## config.mk

```make
export PLATFORM = sky130hd
export DESIGN_NAME = irq_dispatch
export DESIGN_NICKNAME = d
export VERILOG_FILES = /design/src/rtl/irqd_pkg.sv /design/src/rtl/irqd_qualify.sv /design/src/rtl/irqd_vector.sv /design/src/rtl/irqd_savebank.sv /design/src/rtl/irq_dispatch.sv
export SDC_FILE = /design/constraint.sdc
export NUM_CORES = 1
export LEC_CHECK = 0
export ABC_CLOCK_PERIOD_IN_PS = 900
export BUFFER_PORTS_ARGS = -buffer_cell sky130_fd_sc_hd__buf_4
export CAP_MARGIN = 20
export CORE_AREA = 10 10 267 269
export CTS_CLUSTER_DIAMETER = 150
export CTS_CLUSTER_SIZE = 40
export DETAILED_ROUTE_END_ITERATION = 8
export DIE_AREA = 0 0 277 279
export SYNTH_ARGS = -nofsm -noshare
export SYNTH_HDL_FRONTEND = slang
export SYNTH_SLANG_ARGS = --single-unit
```

## constraint.sdc

```tcl
create_clock -name clk -period 0.9 [get_ports clk]
set_clock_uncertainty 0.05 [all_clocks]
set_input_delay 0.09 -clock clk [delete_from_list [all_inputs] [get_ports clk]]
set_output_delay 0.09 -clock clk [all_outputs]
set_load 0.01 [all_outputs]
```

## src/rtl/irqd_pkg.sv

```systemverilog
package irqd_pkg;
  localparam int IL_W     = 4;
  localparam int EXCM_BIT = 4;
  localparam int UM_BIT   = 5;

  typedef enum logic [1:0] {
    KIND_NONE   = 2'd0,
    KIND_USER   = 2'd1,
    KIND_KERNEL = 2'd2,
    KIND_DOUBLE = 2'd3
  } exc_kind_e;
endpackage

```

## src/rtl/irqd_qualify.sv

```systemverilog
module irqd_qualify
  import irqd_pkg::*;
#(
  parameter int NLEVEL = 6,
  parameter int NINT   = 32
) (
  input  logic                   valid_i,
  input  logic [IL_W-1:0]        level_i,
  input  logic [IL_W-1:0]        cur_il_i,
  input  logic [NINT-1:0]        set_i,
  input  logic [NINT-1:0]        en_i,
  input  logic [NLEVEL*NINT-1:0] masks_i,
  output logic                   take_o,
  output logic                   take_hi_o
);
  localparam logic [IL_W-1:0] MAX_LVL = IL_W'(NLEVEL);

  logic [NINT-1:0] mask_arr [NLEVEL+1];
  logic [NINT-1:0] sel_mask;
  logic            in_range;

  assign mask_arr[0] = '0;
  for (genvar g = 1; g <= NLEVEL; g++) begin : g_mask
    assign mask_arr[g] = masks_i[(g-1)*NINT +: NINT];
  end

  always_comb begin
    sel_mask = '0;
    for (int i = 1; i <= NLEVEL; i++) begin
      if (level_i == IL_W'(i)) sel_mask = mask_arr[i];
    end
  end

  assign in_range  = (level_i > cur_il_i) && (level_i <= MAX_LVL);
  assign take_o    = valid_i && in_range && |(sel_mask & set_i & en_i);
  assign take_hi_o = take_o && (level_i >= IL_W'(2));
endmodule

```

## src/rtl/irqd_vector.sv

```systemverilog
module irqd_vector
  import irqd_pkg::*;
#(
  parameter int          XLEN        = 32,
  parameter bit          RELOC       = 1'b1,
  parameter logic [31:0] DEF_VECBASE = 32'hD000_0000,
  parameter int          LVL_OFS     = 'h180,
  parameter int          LVL_STRIDE  = 'h40,
  parameter int          KERN_OFS    = 'h300,
  parameter int          USER_OFS    = 'h340,
  parameter int          DBL_OFS     = 'h3C0
) (
  input  exc_kind_e       kind_i,
  input  logic            hi_i,
  input  logic [IL_W-1:0] level_i,
  input  logic [XLEN-1:0] vecbase_i,
  output logic [XLEN-1:0] target_o
);
  localparam logic [XLEN-1:0] DEFB = XLEN'(DEF_VECBASE);

  logic [XLEN-1:0] ofs;
  logic [XLEN-1:0] fixed_addr;

  always_comb begin
    if (hi_i) begin
      ofs = XLEN'(LVL_OFS) + XLEN'(level_i - IL_W'(2)) * XLEN'(LVL_STRIDE);
    end else begin
      unique case (kind_i)
        KIND_USER:   ofs = XLEN'(USER_OFS);
        KIND_DOUBLE: ofs = XLEN'(DBL_OFS);
        default:     ofs = XLEN'(KERN_OFS);
      endcase
    end
  end

  assign fixed_addr = DEFB + ofs;

  if (RELOC) begin : g_reloc
    assign target_o = fixed_addr - DEFB + vecbase_i;
  end else begin : g_fixed
    logic unused_vb;
    assign unused_vb = ^vecbase_i;
    assign target_o  = fixed_addr;
  end
endmodule

```

## src/rtl/irqd_savebank.sv

```systemverilog
module irqd_savebank
  import irqd_pkg::*;
#(
  parameter int NLEVEL   = 6,
  parameter int XLEN     = 32,
  parameter int ST_W     = 16,
  parameter bit HAS_DEPC = 1'b1
) (
  input  logic                       clk,
  input  logic                       rst_n,
  input  logic                       wr_hi_i,
  input  logic                       wr_l1_i,
  input  logic                       l1_double_i,
  input  logic [IL_W-1:0]            level_i,
  input  logic [XLEN-1:0]            pc_i,
  input  logic [ST_W-1:0]            status_i,
  output logic [NLEVEL*XLEN-1:0]     save_pc_o,
  output logic [(NLEVEL-1)*ST_W-1:0] save_st_o,
  output logic [XLEN-1:0]            depc_o
);
  logic l1_to_slot1;
  assign l1_to_slot1 = wr_l1_i && !(l1_double_i && HAS_DEPC);

  for (genvar g = 1; g <= NLEVEL; g++) begin : g_pc
    logic [XLEN-1:0] pc_q;
    logic            we;
    if (g == 1) begin : g_l1
      assign we = l1_to_slot1;
    end else begin : g_hi
      assign we = wr_hi_i && (level_i == IL_W'(g));
    end
    always_ff @(posedge clk or negedge rst_n) begin
      if (!rst_n)  pc_q <= '0;
      else if (we) pc_q <= pc_i;
    end
    assign save_pc_o[(g-1)*XLEN +: XLEN] = pc_q;
  end

  for (genvar g = 2; g <= NLEVEL; g++) begin : g_st
    logic [ST_W-1:0] st_q;
    logic            we;
    assign we = wr_hi_i && (level_i == IL_W'(g));
    always_ff @(posedge clk or negedge rst_n) begin
      if (!rst_n)  st_q <= '0;
      else if (we) st_q <= status_i;
    end
    assign save_st_o[(g-2)*ST_W +: ST_W] = st_q;
  end

  if (HAS_DEPC) begin : g_depc
    logic [XLEN-1:0] depc_q;
    logic            we;
    assign we = wr_l1_i && l1_double_i;
    always_ff @(posedge clk or negedge rst_n) begin
      if (!rst_n)  depc_q <= '0;
      else if (we) depc_q <= pc_i;
    end
    assign depc_o = depc_q;
  end else begin : g_no_depc
    assign depc_o = '0;
  end
endmodule

```

## src/rtl/irq_dispatch.sv

```systemverilog
module irq_dispatch
  import irqd_pkg::*;
#(
  parameter int          NLEVEL      = 6,
  parameter int          NINT        = 32,
  parameter int          XLEN        = 32,
  parameter int          ST_W        = 16,
  parameter int          CAUSE_W     = 6,
  parameter int          L1_CAUSE    = 4,
  parameter bit          HAS_DEPC    = 1'b1,
  parameter bit          RELOC       = 1'b1,
  parameter logic [31:0] DEF_VECBASE = 32'hD000_0000,
  parameter int          LVL_OFS     = 'h180,
  parameter int          LVL_STRIDE  = 'h40,
  parameter int          KERN_OFS    = 'h300,
  parameter int          USER_OFS    = 'h340,
  parameter int          DBL_OFS     = 'h3C0
) (
  input  logic                       clk,
  input  logic                       rst_n,
  input  logic                       req_valid_i,
  input  logic [3:0]                 req_level_i,
  input  logic [NINT-1:0]            int_set_i,
  input  logic [NINT-1:0]            int_en_i,
  input  logic [NLEVEL*NINT-1:0]     level_mask_i,
  input  logic [ST_W-1:0]            status_i,
  input  logic [XLEN-1:0]            pc_i,
  input  logic [XLEN-1:0]            vecbase_i,
  output logic                       taken_o,
  output logic [XLEN-1:0]            new_pc_o,
  output logic [ST_W-1:0]            new_status_o,
  output logic [1:0]                 exc_kind_o,
  output logic [CAUSE_W-1:0]         cause_o,
  output logic [NLEVEL*XLEN-1:0]     save_pc_o,
  output logic [(NLEVEL-1)*ST_W-1:0] save_st_o,
  output logic [XLEN-1:0]            depc_o
);
  logic            take, take_hi, take_l1, l1_double;
  exc_kind_e       kind_d, kind_q;
  logic [XLEN-1:0] target;
  logic [ST_W-1:0] status_d, status_q;
  logic [XLEN-1:0] pc_q;
  logic [CAUSE_W-1:0] cause_q;
  logic            taken_q;

  irqd_qualify #(.NLEVEL(NLEVEL), .NINT(NINT)) u_qual (
    .valid_i   (req_valid_i),
    .level_i   (req_level_i),
    .cur_il_i  (status_i[IL_W-1:0]),
    .set_i     (int_set_i),
    .en_i      (int_en_i),
    .masks_i   (level_mask_i),
    .take_o    (take),
    .take_hi_o (take_hi)
  );

  assign take_l1   = take && !take_hi;
  assign l1_double = status_i[EXCM_BIT];

  // Next-state logic
  always_comb begin
    kind_d   = KIND_NONE;
    status_d = status_i;
    status_d[EXCM_BIT] = 1'b1;
    if (take_hi) begin
      status_d[IL_W-1:0] = req_level_i;
    end else if (l1_double) begin
      kind_d = KIND_DOUBLE;
    end else if (status_i[UM_BIT]) begin
      kind_d = KIND_USER;
    end else begin
      kind_d = KIND_KERNEL;
    end
  end

  irqd_vector #(
    .XLEN(XLEN), .RELOC(RELOC), .DEF_VECBASE(DEF_VECBASE),
    .LVL_OFS(LVL_OFS), .LVL_STRIDE(LVL_STRIDE),
    .KERN_OFS(KERN_OFS), .USER_OFS(USER_OFS), .DBL_OFS(DBL_OFS)
  ) u_vec (
    .kind_i    (kind_d),
    .hi_i      (take_hi),
    .level_i   (req_level_i),
    .vecbase_i (vecbase_i),
    .target_o  (target)
  );

  irqd_savebank #(
    .NLEVEL(NLEVEL), .XLEN(XLEN), .ST_W(ST_W), .HAS_DEPC(HAS_DEPC)
  ) u_bank (
    .clk         (clk),
    .rst_n       (rst_n),
    .wr_hi_i     (take_hi),
    .wr_l1_i     (take_l1),
    .l1_double_i (l1_double),
    .level_i     (req_level_i),
    .pc_i        (pc_i),
    .status_i    (status_i),
    .save_pc_o   (save_pc_o),
    .save_st_o   (save_st_o),
    .depc_o      (depc_o)
  );

  // Register process
  always_ff @(posedge clk or negedge rst_n) begin
    if (!rst_n) begin
      taken_q  <= 1'b0;
      pc_q     <= '0;
      status_q <= '0;
      kind_q   <= KIND_NONE;
      cause_q  <= '0;
    end else begin
      taken_q <= take;
      if (take) begin
        pc_q     <= target;
        status_q <= status_d;
        kind_q   <= kind_d;
      end
      if (take_l1) cause_q <= CAUSE_W'(L1_CAUSE);
    end
  end

  assign taken_o      = taken_q;
  assign new_pc_o     = pc_q;
  assign new_status_o = status_q;
  assign exc_kind_o   = kind_q;
  assign cause_o      = cause_q;
endmodule

```

==> impl_metrics.json <==
{
  "status": "finished, violations left",
  "violations": "negative hold slack, negative setup slack",
  "clk_pin_slew_ns": 0.15,
  "cts.htree.levels": 1,
  "drt_first_pass_iters": 5,
  "cap_viol_max_count": 0,
  "grt-ovfl-total": 0,
  "die-area_sq_mm": 0.07728,
  "io_pins": 704,
  "antenna_found_initial": 5,
  "place_congestion": 0.9721,
  "cp.required_ns": 1.32,
  "die_w_microns": 277,
  "synthTopCellsByArea": "dfrtp_1 53%, mux2_2 22%, ha_1 2.7%",
  "clock_path_buffers": 3,
  "cts_buffers": 13,
  "syn_area_sq_mm": 0.01669,
  "placement_rows": 94,
  "pwr_density_cell_mw_per_mm2": 1515,
  "io_buffers": 698,
  "syn_inst": 1320,
  "yosysSeqAreaShare_pct": 53.37,
  "avgSynthCellArea_sq_um": 12.65,
  "hold_viol": 2,
  "layout_commonest_cell": "buf_4",
  "synth_top_cell_area_share_pct": 53.37,
  "grt_pass1_vias": 16470,
  "r2r_slack_ns": 0.03,
  "viasPerCell": 4.844,
  "critPathLaunchType": "primary input",
  "cp_max_fo": 8,
  "hold_slack_ns": -0.1008,
  "async_flop_share_pct": 100.0,
  "vias": 15450,
  "nets": 2700,
  "synth_fa_ha_area_share_pct": 2.818,
  "final_cell_mix": "896 x buf_4, 356 x dfrtp_1, 263 x mux2_2, 66 x mux2_4, 63 x nand2_1",
  "yosysTopAreaCell": "dfrtp_1",
  "hold_class": "primary input to flop",
  "power_leakage_nw": 14.14,
  "syn_to_final_growth_pct": 67.92,
  "tritoncts": "yes",
  "routed_wirelength_microns": 87720,
  "stdcell_count": 3189,
  "synth_edf_count": 0,
  "endpoint_kind": "flop",
  "post_dp_cell_area_sq_mm": 0.02491,
  "gr-usage-all-layers_pct": 20.18,
  "synth-xor-area-share_pct": 1.312,
  "n_fill_cell": 6186,
  "synth-compound-area-share_pct": 10.90,
  "yosys.area_share.simple_pct": 5.854,
  "ir_drop_uv": 1577,
  "core_sq_mm": 0.06563,
  "drive_above_1_share_pct": 63.14,
  "rsz0062_at_grt": "true",
  "insertion_delay_ns": 0.53,
  "clockRootBuffer": "clkbuf_16",
  "wl_per_cell_microns": 27.51,
  "ant_nets": 0,
  "setup_viol": 712,
  "cts_hold_buffers": 58,
  "initial_core_util_pct": 25.43,
  "grt_max_degree": 65,
  "drc": 0,
  "arrival_ns": 5.02,
  "setup_slack_ns": -3.699,
  "clock_sinks": 356,
  "grt_pass1_wl_microns": 117900,
  "crit_type": "primary input to flop",
  "dpl.cell_count": 3030,
  "utilization_pct": 42.71,
  "die_h_microns": 279,
  "slew_violations": 0,
  "finalSetupTns_ns": -932.05,
  "yosysWarnings": 0,
  "ys_seq_elements": 356,
  "ys.flop_type": "dfrtp_1",
  "hpwl_microns": 66810,
  "synthDistinctLibCells": 70,
  "post-route-period-util_pct": 511.0,
  "yosys-mux-area-fraction_pct": 23.21,
  "synth_top_family_by_area": "multiplexers",
  "drt-initial-drc-count": 1017,
  "period_minus_slack_ns": 4.599,
  "fmax_mhz": 217.4,
  "final_cell_area_sq_mm": 0.02803
}
-- area by class of cell --
class / count / area, sq um / area share [%]
repair buffers: 1060 / 9186 / 32.77
flip-flops and latches: 356 / 8909 / 31.78
multi-input cells: 873 / 8381 / 29.90
well taps: 864 / 1081 / 3.857
clock buffers: 13 / 325.3 / 1.161
inverters: 16 / 76.32 / 0.2723
clock inverters: 4 / 63.81 / 0.2277
diodes: 3 / 7.507 / 0.02678
-- per-layer routing --
metal  share of wire [%]  global-route usage [%]
met1                  38                   21.85
met2                  52                   37.76
met3                 6.5                   4.875
met4                 3.6                   6.955
met5               0.029                       0
-- cells by family after synthesis --
family	count (synthesis)
other	1
adder cells (fa/ha/maj)	37
multiplexers	346
flip-flops	356
AO/OA/AOI/OAI	264
AND/OR/NAND/NOR	196
buffers and inverters	95
XOR/XNOR	25
-- worst max-delay path, stage by stage --
cell,delay [ns]
buf_8,0.10
buf_8,0.13
or4b_4,0.56
buf_6,0.15
buf_4,0.13
o211ai_1,0.20
nor3_2,0.07
nor3_2,0.19
nand4_1,0.12
buf_4,0.18
o31ai_4,0.33
nor2_4,0.08
mux2_4,0.32
ha_4,0.16
inv_2,0.06
fa_2,0.22
nor2b_2,0.05
o31a_1,0.32
o41ai_4,0.34
o31ai_2,0.11
a31o_2,0.23
a31o_4,0.23
or4b_4,0.48
a32oi_1,0.18
-- state kept, by name, indices dropped and copies added, names as in the netlist --
register,flops
taken_o,1
u_bank.g_pc.pc_q,192
u_bank.depc_o,32
cause_o,1
new_status_o,16
exc_kind_o,2
u_bank.g_st.st_q,80
new_pc_o,32
-- report_power, final --
group | internal [mW] | switching (mW) | total [mW] | leakage, nW
clock network | 2.80 | 5.22 | 8.02 | 0.187
registers | 18.6 | 1.52 | 20.1 | 4.77
logic | 7.79 | 6.59 | 14.4 | 9.18
-- stage by stage --
step	setup WS (ns)	total power, mW	hold slack, ns
floorplan	-4.062	25.01	-0.2556
global placement	-4.377	33.63	-0.1246
detailed placement	-4.487	33.88	-0.1301
CTS	-3.656	42.44	-0.1223
global route	-3.869	44.50	-0.1194
finish	-3.699	42.48	-0.1008
-- repair_timing --
| action | 4_1_cts | 5_1_grt |
|---|---|---|
| gates cloned | 2 | 24 |
| endpoints found under the setup margin | 712 | 718 |
| resized for setup | 89 | 157 |
| setup buffers | 21 | 38 |
| pin swaps | 44 | 73 |
| hold endpoints to repair | 682 | 2 |
-- synth_stat cells (5+ instances only) --
master     number
o21a_1          6
a21o_1         17
nand2_1        67
buf_4           5
a22o_1         15
nor2_1         35
buf_2          35
and3_1          8
a22oi_1        14
o22a_1          6
buf_1           8
xor2_1         12
o2111ai_1      13
dfrtp_1       356
nor3_1         16
a221oi_1       10
nand2b_1       12
nand3_1        12
o21bai_1        5
mux2_2        326
o21ai_0        47
a21oi_1        59
xnor2_1        13
nor2b_1        13
inv_1          15
mux2i_1        17
nor4_1          6
clkbuf_1       31
nand4_1         7
o22ai_1        13
o211ai_1       13
ha_1           36
-- final timing paths --
path,start,to,depth (start not counted)
hold / removal,vecbase_i[6],new_pc_o[6],3
min in group asynchronous,rst_n,u_bank.g_pc[6].pc_q[6],3
setup reg to reg,u_bank.depc_o[0],u_bank.depc_o[0],1
max in group asynchronous,rst_n,u_bank.depc_o[18],3
setup / recovery,req_level_i[0],new_pc_o[30],24
hold reg to reg,new_status_o[4],new_status_o[4],1
No activity file was read; power rests on OpenSTA's default activity.
